File: src/rtl/prio_vic.sv
module prio_vic #(
  parameter int N_MIN = 2,
  parameter int VW    = 8
) (
  input  logic          clk,
  input  logic          rst_n,
  input  logic [2:0]    tmr_tick,
  input  logic          pin_a,
  input  logic          pin_b,
  input  logic          ei,
  input  logic          di,
  input  logic          ack,
  input  logic          reti,
  input  logic          wr_en,
  input  logic [7:0]    wr_data,
  output logic [7:0]    rd_data,
  output logic          irq,
  output logic [VW-1:0] vec
);
  localparam int NS = 6;
  localparam int NP = 2;
  localparam int CW = (N_MIN > 1) ? $clog2(N_MIN) : 1;

  logic [NP-1:0] pin_v, lvl, take;
  logic [NS-1:0] en, pend, act, ev, clr;
  logic          me, me_n;
  logic [2:0]    win;
  logic          unused_wd6;

  assign pin_v      = {pin_b, pin_a};
  assign unused_wd6 = wr_data[6];

  for (genvar g = 0; g < NP; g++) begin : g_pin
    logic [1:0]    sy;
    logic          acc;
    logic [CW-1:0] cnt;

    assign lvl[g]  = sy[1];
    assign take[g] = (sy[1] != acc) && (cnt == CW'(N_MIN - 1));

    always_ff @(posedge clk) begin
      if (!rst_n) begin
        sy  <= 2'b11;
        acc <= 1'b1;
        cnt <= '0;
      end else begin
        sy <= {sy[0], pin_v[g]};
        if (sy[1] == acc) begin
          cnt <= '0;
        end else if (take[g]) begin
          acc <= sy[1];
          cnt <= '0;
        end else begin
          cnt <= cnt + 1'b1;
        end
      end
    end
  end

  assign ev = {tmr_tick[2],
               take[0] &  lvl[0],
               take[1] & ~lvl[1],
               tmr_tick[1],
               take[0] & ~lvl[0],
               tmr_tick[0]};

  assign act = pend & en & {NS{me}};
  assign irq = |act;

  always_comb begin
    win = 3'd0;
    for (int i = NS - 1; i >= 0; i--)
      if (act[i]) win = 3'(i);
  end

  assign vec = irq ? VW'(2 * int'(win) + 2) : '0;
  assign clr = (ack && irq) ? (NS'(1) << win) : '0;

  always_comb begin
    me_n = wr_en ? wr_data[7] : me;
    if (ei || reti) me_n = 1'b1;
    if (di)         me_n = 1'b0;
    if (ack && irq) me_n = 1'b0;
  end

  always_ff @(posedge clk) begin
    if (!rst_n) begin
      en   <= '0;
      me   <= 1'b0;
      pend <= '0;
    end else begin
      if (wr_en) en <= wr_data[5:0];
      me   <= me_n;
      pend <= (pend & ~clr) | ev;
    end
  end

  assign rd_data = {me, 1'b0, en};
endmodule

File: config.mk
export PLATFORM = sky130hd
export DESIGN_NAME = prio_vic
export DESIGN_NICKNAME = d
export VERILOG_FILES = /design/src/rtl/prio_vic.sv
export SDC_FILE = /design/constraint.sdc
export NUM_CORES = 1
export LEC_CHECK = 0
export BUFFER_PORTS_ARGS = -buffer_cell sky130_fd_sc_hd__buf_2
export CORE_MARGIN = 2
export CORE_UTILIZATION = 40
export CTS_CLUSTER_DIAMETER = 30
export DETAILED_ROUTE_END_ITERATION = 8
export PLACE_DENSITY = 0.67
export SYNTH_ARGS = -nofsm -noshare
export SYNTH_HDL_FRONTEND = slang
export SYNTH_SLANG_ARGS = --single-unit
File: constraint.sdc
create_clock -name clk -period 1.8 [get_ports clk]
set_input_delay 0.09 -clock clk [delete_from_list [all_inputs] [get_ports clk]]
set_output_delay 0.09 -clock clk [all_outputs]
set_load 0.01 [all_outputs]
* Word-level counts from Yosys, hierarchy flattened *
Index checks and enable logic that the tools add are counted.

word-level totals
  register bits = 21
  output and inout port bits = 17

cells by class
  add/sub/neg operators = 3
  equal/unequal tests = 4
  shift-type cells = 1
  muxes and demuxes = 10
  bitwise operators = 13
  reductions and logical operators = 11

operator list
  kind                                              number
  bitwise AND 6 bit                                 3
  two-way mux 3 bit                                 6
  OR reduction 3 bit                                3
  two-way mux 6 bit                                 1
  inverter 6 bit                                    1
  bitwise OR 6 bit                                  1
  OR reduction 6 bit                                1
  << shifter 1 x 3 -> 6 bit (first input constant)  1
  adder 4 x 2 -> 5 bit (second input constant)      1
  two-way mux 5 bit                                 1
  inverter 1 bit                                    5
  AND reduction 2 bit                               2
  bitwise AND 1 bit                                 3
  logical AND 1 bit                                 3
  adder 1 bit (second input constant)               2
  equality test 1 bit                               2
  two-way mux 1 bit                                 2
  inequality test 1 bit                             2
  nonzero test 2 bit                                1
  logical OR 1 bit                                  1

* Depth between registers and ports, before layout *
  depth in word-level cells = 13
  depth in mapped cells = 9
  gate-level depth less buffers = 9

* Worst setup path after synthesis *
No wires, ideal clock.

  path kind = register to output
  start = register en[4]
  end = output vec[3]
  arrival = 1.673 ns
  data required time = 1.710 ns
  setup slack = 0.037 ns
  stages on the path, launching flop included = 8
  cells stage by stage = dfxtp_1 -> nand2_1 -> a221o_1 -> o2111ai_1 -> inv_1 -> ha_1 -> ha_1 -> nor2_1

between the ends
  longest elaborated chain between the ends = 9

ends and longest elaborated chain
  item                                 line  RTL
  from (decl)                          25    logic [NS-1:0] en, pend, act, ev, clr;
  from (signal assigned)               92    if (wr_en) en <= wr_data[5:0];
  bitwise AND 6 bit (*) (2 in series)  67    assign act = pend & en & {NS{me}};
  two-way mux 3 bit (5 in series)      73    if (act[i]) win = 3'(i);
  adder 4 x 2 -> 5 bit                 76    assign vec = irq ? VW'(2 * int'(win) + 2) : '0;
  two-way mux 5 bit (*)                76
  to (decl)                            18    output logic [VW-1:0] vec

Every way passes the cells marked *; elsewhere a longest branch is shown, timed or not.

* Final worst setup path *
  start = register pend[1]
  end = output vec[3]

between the ends
  longest elaborated chain between the ends = 6

ends and longest elaborated chain
  item                                 line  RTL
  from (decl)                          25
  from (signal assigned)               94    pend <= (pend & ~clr) | ev;
  bitwise AND 6 bit (*) (2 in series)  67
  two-way mux 3 bit (2 in series)      73
  adder 4 x 2 -> 5 bit                 76
  two-way mux 5 bit (*)                76

Marked as above.

==> impl_results.md <==
- Clk_lat worst skew: 310 ps
- Most used cell, CP: ha_4
- Initial DRC count: 48
- Drt wl/cell: 13.7 µm
- Int Power: 645 µW
- Max Cap Viol: 0
- Final Non-Filler Cells: 191
- CTS tree: built
- Filler cells: 225
- Initial Util: 42.0%
- H-tree Lvls: 1
- Cell count of the worst hold path: 3
- Comb pwr share: 16.4%
- Overall power: 883 µW
- Yosys cell types: 36
- GP Congestion: 0.892
- Pin count of the biggest net entering global routing: 13
- Setup_tns: -225 ps
- Crit-path cells: buf_4, a22oi_4, and3_4, ha_4, ha_4, nor2_2, buf_2
- Setup Viol. Count Final: 2
- Post-DP Area: 1230 µm²
- Vias per Instance: 5.13
- Slowest cell on crit path: dfxtp_2
- CORE AREA: 2450 µm²
- Compound-Gate Fraction of Synth Area: 16.7%
- Mean Syn Cell Area: 9.13 µm²
- Input/output buffers: 29
- Total grt overflow: 0
- Hold crit path type: input port to flop
- Layout Skew: 1.82 ps
- Detailed-route via count: 980
- Synth Area in Simple Gates: 20.4%
- Design area: 1450 µm²
- Post-Route Utilization: 59.0%
- Clk root buf: clkbuf_4
- Post-Synth Adder-Cell Area: 4.85%
- Clock network fraction of total power: 26.0%
- Share of layout cells above drive strength 1: 42.2%
- Placed Instances: 175
- CTS Buf Count: 3
- Chip width: 54.8 µm
- Delay of the slowest cell on the worst path: 340 ps
- Most frequent cells in the layout: buf_2, dfxtp_1, buf_4
- Sequential Power Share: 57.6%
- Post-route setup slack: -167 ps
- DP HPWL: 1740 µm
- Nets: 186
- Floorplan row count: 18
- Delay-heaviest family, CP: simple AND/OR/NAND/NOR gates
- Number of global-route vias before repair: 895
- Antenna violations before repair: 0
- Stages on worst setup path: 7
- Sw Pwr: 238 µW
- Maximum clock path buffer count: 2
- Slew HR: 54.0%
- CP bufs+invs: 2
- Antenna fix cells: 0
- Clock sinks: 21
- Post-Synthesis Cells: 113
- Synth-to-Final Area Change: 40.2%
- Die ar.: 3000 µm²
- Multiplexer area fraction after synthesis: 6.79%
- Status: finished with violations
- Antenna-violating nets left: 0
- Clock-pin slew on the worst setup and hold paths: 120 ps
- First-pass GRT wire length: 3750 µm
- CP arrival: 1880 ps
- Unrepaired setup endpoints after global routing: yes
- Power per cell area: 610 nW/µm²
- Sw Ratio: 26.9%
- Slew @ Worst Pin: 672 ps
- Tcrit/Tclk final: 109%
- Syn. warnings: 0
- I/O pin cnt: 37
- F_max: 0.508 GHz
- Leakage power: 0.667 nW
- Largest family of logic cells by synthesized area: simple AND/OR/NAND/NOR gates
- Final Hold Vio Count: 0
- Failing checks: setup timing
- Fin. max-slew vios: 0
- Setup crit end kind: output pin
- DRC Markers: 0
- VDD IR-drop max: 0.678 mV
- Crit path required time: 1710 ps
- Synth Cell Area: 1030 µm²
- Tmin final: 1970 ps
- Die height: 54.8 µm
- Drt total wl: 2620 µm
- WS Path Type: flop to output pin
- Critical Path Source Type: flop
- Overall routing resource usage: 17.9%
- 1st-pass router iterations: 4
- Post-synthesis sequential area ratio: 40.7%
- Xor/xnor cell area share of the yosys netlist: 1.70%
- Post-synthesis register bit count: 21
- Crit Path Max Fanout: 5
- Worst R2R Path Depth: 9
- Commonest non-fill, non-tap cell in the layout: buf_2
## routing by layer
metal	GRT usage [%]	part of all wire, %	vias to the layer above
li1	-	-	471
met1	19.8	38	448
met2	32.5	51	53
met3	5.74	8.0	8
met4	4.58	2.0	0
met5	0	0	-
## through the flow
| stage | setup WS [ps] | hold slack [ps] |
|---|---|---|
| 6_report | -167 | 14.1 |
| 3_5_place_dp | 72.2 | 262 |
| 4_1_cts | -192 | 19.6 |
| 2_1_floorplan | 36.8 | 159 |
| 3_3_place_gp | 61.9 | 257 |
| 5_1_grt | -229 | 18.4 |
## tightest hold or removal path: cells and delay by family
family	cells	cell delay [ps]
mux	1	50
buf+inv	1	70
simple gates	1	80
## layout make-up
class | count | area (µm²) | share of cell area, %
Multi-Input combinational cell | 81 | 609 | 42.1
Sequential cell | 21 | 424 | 29.3
Tap cell | 30 | 37.5 | 2.59
Inverter | 6 | 22.5 | 1.56
Timing Repair Buffer | 49 | 327 | 22.6
Clock inverter | 1 | 5.00 | 0.346
Clock buffer | 3 | 22.5 | 1.56
## final timing paths
path | to | startpoint | slack [ps]
setup / recovery | vec[3] | pend[1] | -170
hold / removal | en[2] | wr_data[2] | 10
setup reg to reg | pend[5] | en[5] | 90
hold reg to reg | g_pin[0].sy[1] | g_pin[0].sy[0] | 420
## flip-flops by register name, summed over array words and instances (netlist names)
register,flops
g_pin.acc,2
pend,6
g_pin.cnt,2
g_pin.sy,4
en,6
me,1
## power groups by stage
stage	clock network, mW	registers, mW	logic [mW]
after global placement	0	0.517	0.119
final	0.229	0.509	0.145
after global routing	0.257	0.512	0.160
after floorplan	0	0.521	0.0757
after detailed placement	0	0.518	0.123
after CTS	0.235	0.508	0.136
## kinds of logic (layout without fill, tap and decap cells)
kind of cell / Yosys count / in the layout
muxes: 7 / 7
DFF: 21 / 21
adders and majority gates: 4 / 4
xor gates and xnor gates: 2 / 2
buffers and inverters: 16 / 59
other: 1 / 6
and+or+nand+nor: 41 / 41
AOI/OAI and AO/OA: 21 / 21
## synth_stat cells, drive strengths merged
| cell type | number | area [µm²] |
|---|---|---|
| conb | 1 | 3.75 |
| nand2b | 5 | 31.3 |
| a22oi | 2 | 33.8 |
| mux2i | 7 | 70.1 |
| and2 | 5 | 32.5 |
| nand2 | 11 | 48.8 |
| nand4 | 1 | 6.26 |
| a22o | 1 | 8.76 |
| nor2b | 1 | 6.26 |
| nand4b | 1 | 8.76 |
| buf | 8 | 57.6 |
| a21oi | 4 | 20.0 |
| ha | 4 | 50.1 |
| dfxtp | 21 | 420 |
| nor2 | 10 | 37.5 |
| o21ai | 6 | 41.3 |
| nand3 | 2 | 10.0 |
| o2111ai | 1 | 8.76 |
| a221o | 1 | 10.0 |
| and3 | 1 | 6.26 |
| a31oi | 3 | 18.8 |
| a2111oi | 2 | 23.8 |
| inv | 6 | 22.5 |
| xnor2 | 2 | 17.5 |
| nand3b | 1 | 7.51 |
| o21a | 1 | 7.51 |
| nor3 | 3 | 15.0 |
| clkbuf | 2 | 7.51 |
## timing repair
item / 4_1_cts / 5_1_grt
hold buffers: 6 / 0
setup endpoints to repair: 2 / 4
resized for setup: 5 / 14
hold endpoints to repair: 5 / 0
pin swaps: 4 / 5
buffers inserted: 2 / 4
Note: power is estimated with default switching activity, not from simulation.
